### config.mk
export PLATFORM = sky130hd
export DESIGN_NAME = run_alloc
export DESIGN_NICKNAME = d
export VERILOG_FILES = /design/src/rtl/run_alloc_pkg.sv /design/src/rtl/run_mask.sv /design/src/rtl/valid_table.sv /design/src/rtl/scan_ctrl.sv /design/src/rtl/run_alloc.sv
export SDC_FILE = /design/constraint.sdc
export NUM_CORES = 1
export LEC_CHECK = 0
export BUFFER_PORTS_ARGS = -buffer_cell sky130_fd_sc_hd__buf_2
export CELL_PAD_IN_SITES_DETAIL_PLACEMENT = 0
export CELL_PAD_IN_SITES_GLOBAL_PLACEMENT = 1
export CORE_MARGIN = 5
export CORE_UTILIZATION = 40
export DETAILED_ROUTE_END_ITERATION = 7
export PLACE_DENSITY_LB_ADDON = 0.12
export SYNTH_ARGS = -nofsm -noshare
export SYNTH_HDL_FRONTEND = slang
export SYNTH_SLANG_ARGS = --single-unit
### constraint.sdc
create_clock -name clk -period 4.3 [get_ports clk]
set_input_delay 0.215 -clock clk [delete_from_list [all_inputs] [get_ports clk]]
set_output_delay 0.215 -clock clk [all_outputs]
set_load 0.05 [all_outputs]
### src/rtl/run_alloc_pkg.sv
`timescale 1ns/1ps
// Shared types for the run allocator.
package run_alloc_pkg;
    typedef enum logic {
        ST_IDLE = 1'b0,
        ST_SCAN = 1'b1
    } scan_state_e;
endpackage

### src/rtl/run_mask.sv
`timescale 1ns/1ps
// run_mask: decodes (start, len) into a one-hot-range mask over NUM_ENTRIES.
// Assumes len may push the end beyond the table; such positions are dropped.
module run_mask #(
    parameter int NUM_ENTRIES = 64,
    parameter int IDXW        = 6,
    parameter int CNTW        = 7
) (
    input  logic [IDXW-1:0]        start,
    input  logic [CNTW-1:0]        len,
    output logic [NUM_ENTRIES-1:0] mask
);
    localparam int EW = (IDXW > CNTW ? IDXW : CNTW) + 1;

    logic [EW-1:0] start_w;
    logic [EW-1:0] end_w;

    // Exclusive end of the run in widened arithmetic.
    always_comb begin
        start_w = EW'(start);
        end_w   = EW'(start) + EW'(len);
    end

    for (genvar i = 0; i < NUM_ENTRIES; i++) begin : g_bit
        localparam logic [EW-1:0] IV = EW'(i);
        assign mask[i] = (IV >= start_w) && (IV < end_w);
    end
endmodule

### src/rtl/valid_table.sv
`timescale 1ns/1ps
// valid_table: one valid bit per entry; range clear and range set per edge.
// Assumes set wins over clear when both touch the same entry.
module valid_table #(
    parameter int NUM_ENTRIES = 64
) (
    input  logic                   clk,
    input  logic                   rst_n,
    input  logic                   set_en,
    input  logic [NUM_ENTRIES-1:0] set_mask,
    input  logic                   clr_en,
    input  logic [NUM_ENTRIES-1:0] clr_mask,
    output logic [NUM_ENTRIES-1:0] valid
);
    // Update the bit vector: clear first, then set.
    always_ff @(posedge clk) begin
        if (!rst_n) begin
            valid <= '0;
        end else begin
            valid <= (valid & ~(clr_en ? clr_mask : '0)) | (set_en ? set_mask : '0);
        end
    end
endmodule

### src/rtl/scan_ctrl.sv
`timescale 1ns/1ps
// scan_ctrl: accepts a request, screens malformed ones, then steps one
// candidate per cycle until a free run is reported or the window is used up.
// Assumes cand_blocked is combinational on cand/len_q in the same cycle.
module scan_ctrl
    import run_alloc_pkg::*;
#(
    parameter int NUM_ENTRIES = 64,
    parameter int IDXW        = 6,
    parameter int CNTW        = 7
) (
    input  logic            clk,
    input  logic            rst_n,
    input  logic            req_valid,
    input  logic [IDXW-1:0] req_first,
    input  logic [CNTW-1:0] req_count,
    input  logic [CNTW-1:0] req_len,
    input  logic            cand_blocked,
    output logic            busy,
    output logic            grant,
    output logic            fail,
    output logic            take_run,
    output logic [IDXW-1:0] cand,
    output logic [CNTW-1:0] len_q,
    output logic [IDXW-1:0] grant_start
);
    localparam int EW = (IDXW > CNTW ? IDXW : CNTW) + 1;

    scan_state_e     state;
    logic [IDXW-1:0] last;
    logic [EW-1:0]   win_end;
    logic            bad_req;
    logic [EW-1:0]   last_w;

    // Screen the incoming request and find its last candidate start.
    always_comb begin
        win_end = EW'(req_first) + EW'(req_count);
        bad_req = (req_len == '0) || (req_len > req_count) ||
                  (win_end > EW'(NUM_ENTRIES));
        last_w  = win_end - EW'(req_len);
    end

    assign busy     = (state == ST_SCAN);
    assign take_run = (state == ST_SCAN) && !cand_blocked;

    // Request acceptance, candidate stepping and result pulses.
    always_ff @(posedge clk) begin
        if (!rst_n) begin
            state       <= ST_IDLE;
            cand        <= '0;
            last        <= '0;
            len_q       <= '0;
            grant       <= 1'b0;
            fail        <= 1'b0;
            grant_start <= '0;
        end else begin
            grant <= 1'b0;
            fail  <= 1'b0;
            case (state)
                ST_IDLE: begin
                    if (req_valid) begin
                        if (bad_req) begin
                            fail <= 1'b1;
                        end else begin
                            state <= ST_SCAN;
                            cand  <= req_first;
                            last  <= IDXW'(last_w);
                            len_q <= req_len;
                        end
                    end
                end
                ST_SCAN: begin
                    if (!cand_blocked) begin
                        grant       <= 1'b1;
                        grant_start <= cand;
                        state       <= ST_IDLE;
                    end else if (cand == last) begin
                        fail  <= 1'b1;
                        state <= ST_IDLE;
                    end else begin
                        cand <= cand + 1'b1;
                    end
                end
                default: state <= ST_IDLE;
            endcase
        end
    end


    result_excl_chk: assert property (@(posedge clk) disable iff (!rst_n)
        $onehot0({grant, fail}));


    result_idle_chk: assert property (@(posedge clk) disable iff (!rst_n)
        (grant || fail) |-> !busy);


    grant_in_table_chk: assert property (@(posedge clk) disable iff (!rst_n)
        grant |-> (EW'(grant_start) + EW'(len_q) <= EW'(NUM_ENTRIES)));
endmodule

### src/rtl/run_alloc.sv
`timescale 1ns/1ps
// run_alloc: first-fit allocator of contiguous free entries in a window of
// a valid-bit table, with a release port that frees a run.
// Assumes callers wait for busy low; release may arrive at any cycle.
module run_alloc #(
    parameter int NUM_ENTRIES = 64,
    parameter int IDXW        = $clog2(NUM_ENTRIES),
    parameter int CNTW        = $clog2(NUM_ENTRIES + 1)
) (
    input  logic            clk,
    input  logic            rst_n,
    input  logic            req_valid,
    input  logic [IDXW-1:0] req_first,
    input  logic [CNTW-1:0] req_count,
    input  logic [CNTW-1:0] req_len,
    input  logic            rel_valid,
    input  logic [IDXW-1:0] rel_start,
    input  logic [CNTW-1:0] rel_len,
    output logic            busy,
    output logic            grant,
    output logic            fail,
    output logic [IDXW-1:0] grant_start
);
    logic [NUM_ENTRIES-1:0] valid;
    logic [NUM_ENTRIES-1:0] cand_mask;
    logic [NUM_ENTRIES-1:0] rel_mask;
    logic [IDXW-1:0]        cand;
    logic [CNTW-1:0]        len_q;
    logic                   take_run;
    logic                   cand_blocked;

    run_mask #(.NUM_ENTRIES(NUM_ENTRIES), .IDXW(IDXW), .CNTW(CNTW)) u_cand_mask (
        .start(cand), .len(len_q), .mask(cand_mask));

    run_mask #(.NUM_ENTRIES(NUM_ENTRIES), .IDXW(IDXW), .CNTW(CNTW)) u_rel_mask (
        .start(rel_start), .len(rel_len), .mask(rel_mask));

    // A candidate is blocked when any entry it covers is already valid.
    assign cand_blocked = |(valid & cand_mask);

    valid_table #(.NUM_ENTRIES(NUM_ENTRIES)) u_table (
        .clk(clk), .rst_n(rst_n),
        .set_en(take_run), .set_mask(cand_mask),
        .clr_en(rel_valid), .clr_mask(rel_mask),
        .valid(valid));

    scan_ctrl #(.NUM_ENTRIES(NUM_ENTRIES), .IDXW(IDXW), .CNTW(CNTW)) u_ctrl (
        .clk(clk), .rst_n(rst_n),
        .req_valid(req_valid), .req_first(req_first),
        .req_count(req_count), .req_len(req_len),
        .cand_blocked(cand_blocked),
        .busy(busy), .grant(grant), .fail(fail), .take_run(take_run),
        .cand(cand), .len_q(len_q), .grant_start(grant_start));


    granted_run_valid_chk: assert property (@(posedge clk) disable iff (!rst_n)
        grant |-> ((valid & cand_mask) == cand_mask));


    fail_keeps_table_chk: assert property (@(posedge clk) disable iff (!rst_n)
        (fail && !$past(rel_valid)) |-> (valid == $past(valid)));
endmodule

==> metrics.md <==
| Metric | Value |
|---|---|
| Status | `complete, no violations` |
| F_max | `0.244 GHz` |
| Worst-margin pin slew | `1080 ps` |
| Synthesized flop and latch total | `92` |
| Skew-Pair Late Insertion Delay | `370 ps` |
| Slew HR | `27.9%` |
| Clock-pin slew on the worst setup and hold paths | `80 ps` |
| Final-report max-slew violation count | `0` |
| Nets | `1236` |
| Hold Path Class | `in2reg` |
| Grt ovf | `0` |
| Design Area, Final | `9010 um^2` |
| H-tree Lvls | `3` |
| Clk_skew | `13.2 ps` |
| Crit Path Category | `reg2reg` |
| IO Port Bufs | `45` |
| Root buffer cell | `clkbuf_16` |
| Filler cells | `2073` |
| Peak VDD IR | `0.195 mV` |
| Leak Pwr | `3.43 nW` |
| Antenna viol nets, final | `0` |
| Routability Congestion | `1.03` |
| Post-Synthesis Cells | `1108` |
| # IOs | `46` |
| Vias per inst | `6.37` |
| Number of global-route vias before repair | `8504` |
| Tcrit/Tclk final | `95.5%` |
| Max Cap Viol | `0` |
| TritonCTS clock tree | `built` |
| Post-DP HPWL | `26.8 mm` |
| P per Cell Area | `321 nW/um^2` |
| Antenna violations before repair | `0` |
| Synth warn | `0` |
| Num rows | `51` |
| Syn Nets | `1182` |
| Die width | `150 um` |
| DRT Pass-1 Iters | `6` |
| Fin. Hold Viols | `0` |
| Crit end category | `flop` |
| Area Growth Syn to Fin | `15.5%` |
| Setup violations, final | `0` |
| Setup crit start kind | `flop` |
| Die Area | `22400 um^2` |
| Final Util | `46.6%` |
| Die Ht | `150 um` |
| Pin count of the biggest net entering global routing | `44` |
| Residual DRC | `0` |
| Total number of vias | `9122` |
| Synth Flop Type | `dfxtp_1` |
| Antenna diodes | `0` |
| Required time worst endpoint | `4580 ps` |
| Synthesized cell area | `7800 um^2` |
| GR Util All Layers | `31.3%` |
| Area post-placement | `8620 um^2` |
| Routed wire length | `35.0 mm` |
| Maximum clock path buffer count | `2` |
| Synth async-reset ratio | `0%` |
| DR WL/cell | `24.5 um` |
| Post-synth EDFFs | `0` |
| Initial DRC count | `1056` |
| Crit path DAT | `4390 ps` |
| Synth unique cells | `80` |
| Starting Density | `40.4%` |
| Min cycle time layout | `4110 ps` |
| Syn Area/Cell | `7.04 um^2` |
| First-pass GRT wire length | `52.9 mm` |
| Clock sink total | `92` |
| Ratio of cells with drive above 1 in the final layout | `15.0%` |
| Core area | `19300 um^2` |
| Register area share after synthesis | `23.6%` |
| Num CTS Buffers | `9` |
| Crit-path max FO | `16` |
cell usage after synthesis (4+ instances only):
| library cell | number | area share [%] |
|---|---|---|
| a211o_1 | 10 | 1.1 |
| a211oi_1 | 12 | 1.2 |
| a21o_1 | 14 | 1.3 |
| a21oi_1 | 126 | 8.1 |
| a31oi_1 | 5 | 0.40 |
| a32oi_1 | 4 | 0.45 |
| a41oi_1 | 5 | 0.56 |
| and2_1 | 16 | 1.3 |
| buf_2 | 8 | 0.51 |
| buf_6 | 6 | 0.87 |
| clkbuf_1 | 64 | 3.1 |
| dfxtp_1 | 92 | 24 |
| fa_1 | 4 | 1.0 |
| ha_1 | 33 | 5.3 |
| inv_1 | 34 | 1.6 |
| mux2i_1 | 6 | 0.77 |
| nand2_1 | 141 | 6.8 |
| nand2b_1 | 5 | 0.40 |
| nand3_1 | 32 | 2.1 |
| nand4_1 | 13 | 1.0 |
| nor2_1 | 105 | 5.0 |
| nor2b_1 | 12 | 0.96 |
| nor3_1 | 22 | 1.4 |
| nor4_1 | 6 | 0.48 |
| o2111ai_1 | 17 | 1.9 |
| o211ai_1 | 30 | 2.9 |
| o21a_1 | 10 | 0.96 |
| o21ai_0 | 97 | 6.2 |
| o21bai_1 | 4 | 0.38 |
| o22ai_1 | 19 | 1.5 |
| o2bb2ai_1 | 7 | 0.79 |
| o31ai_1 | 18 | 1.7 |
| o41ai_1 | 5 | 0.56 |
| or2_2 | 9 | 0.72 |
| or3_1 | 4 | 0.32 |
| or4_1 | 9 | 0.87 |
| xnor2_1 | 16 | 1.8 |
| xor2_1 | 12 | 1.3 |
through the flow:
stage / TNS (ps) / setup WS (ps) / power [mW] / hold slack, ps / instances
floorplan: 0 / 569 / 1.59 / 359 / 1108
finish: 0 / 195 / 2.90 / 154 / 1432
detailed placement: -5.41 / -5.41 / 2.04 / 446 / 1415
CTS: 0 / 86.8 / 2.87 / 146 / 1431
global placement: 0 / 85.4 / 2.04 / 442 / 1415
global route: -21.3 / -21.3 / 3.02 / 156 / 1432
state kept, by name, summed over array words and instances, names as in the netlist:
| register | flops |
|---|---|
| u_ctrl.len_q | 7 |
| u_ctrl.last | 6 |
| u_table.valid | 64 |
| u_ctrl.busy | 1 |
| u_ctrl.cand | 6 |
| u_ctrl.grant | 1 |
| u_ctrl.fail | 1 |
| u_ctrl.grant_start | 6 |
repair_timing:
item / 4_1_cts / 5_1_grt
setup buffers: 0 / 1
pin swaps: 0 / 4
gates resized for setup: 1 / 18
endpoints found under the setup margin: 2 / 73
hold buffers: 0 / 0
area by class of cell:
type | instances | area [um^2] | area share (%)
Clock inverter | 7 | 70.1 | 0.777
Timing Repair Buffer | 126 | 875 | 9.70
Sequential cell | 92 | 1840 | 20.5
Clock buffer | 9 | 225 | 2.50
Inverter | 35 | 131 | 1.46
Tap cell | 265 | 332 | 3.68
Multi-Input combinational cell | 898 | 5540 | 61.4
worst max-delay path: stages, from the launching register on:
cell	delay, ps
dfxtp_1	450
ha_1	340
or2_1	220
buf_4	170
and3_1	300
nor2_1	190
buf_4	200
nor2_1	320
o221ai_1	250
a32oi_1	240
nand4_1	230
nor3_4	290
and2_4	240
buf_6	190
o2111ai_1	190
a21oi_1	180
where the power goes:
part	leakage (nW)	switching, mW	internal (mW)
logic	2.54	0.793	0.374
registers	0.743	0.0220	0.879
clock network	0.141	0.419	0.409
cell families (layout without fill, tap and decap cells):
group                    count (synthesis)  count (layout)  share of synthesized area (%)
buffers and inverters                  118             177                           6.52
XOR/XNOR                                28              28                           3.14
multiplexers                             6               6                          0.770
AO/OA/AOI/OAI                          429             429                           35.8
AND/OR/NAND/NOR                        397             397                           23.8
adder cells (fa/ha/maj)                 38              38                           6.44
flip-flops                              92              92                           23.6
final timing paths:
check                         from           endpoint  slack [ps]  depth (start not counted)
setup / recovery    u_ctrl.cand[2]  u_table.valid[38]         190                         15
setup reg to reg    u_ctrl.cand[2]  u_table.valid[38]         190                         15
hold reg to reg   u_table.valid[5]   u_table.valid[5]         450                          2
hold / removal          req_len[6]    u_ctrl.len_q[6]         150                          3
metal layers:
layer	track usage, %	part of all wire (%)	up-vias
met5	0	0	-
met4	16.2	5.9	0
met3	6.84	9.4	111
met2	48.5	44	524
met1	40.8	40	4282
li1	-	-	4205
cells in the final DEF, fill, tap and decap left out, types with 6 or more instances in the layout:
cell       count
a211o_1        9
nand2_1      141
nor2_1       105
or4_1          9
a21oi_1      125
xnor2_1       15
xor2_1        12
o2111ai_1     17
o31ai_1       18
o211ai_1      30
nor2b_1       12
or2_2          9
and2_1        16
a211oi_1      12
clkbuf_16      9
ha_1          33
nand3_1       32
nor4_1         6
o22ai_1       19
nor3_1        22
buf_2         45
dfxtp_1       90
o2bb2ai_1      7
mux2i_1        6
o21ai_0       97
o21a_1        10
a21o_1        13
inv_1         33
nand4_1       13
buf_4         77
Note: power is estimated with default switching activity, not from simulation.
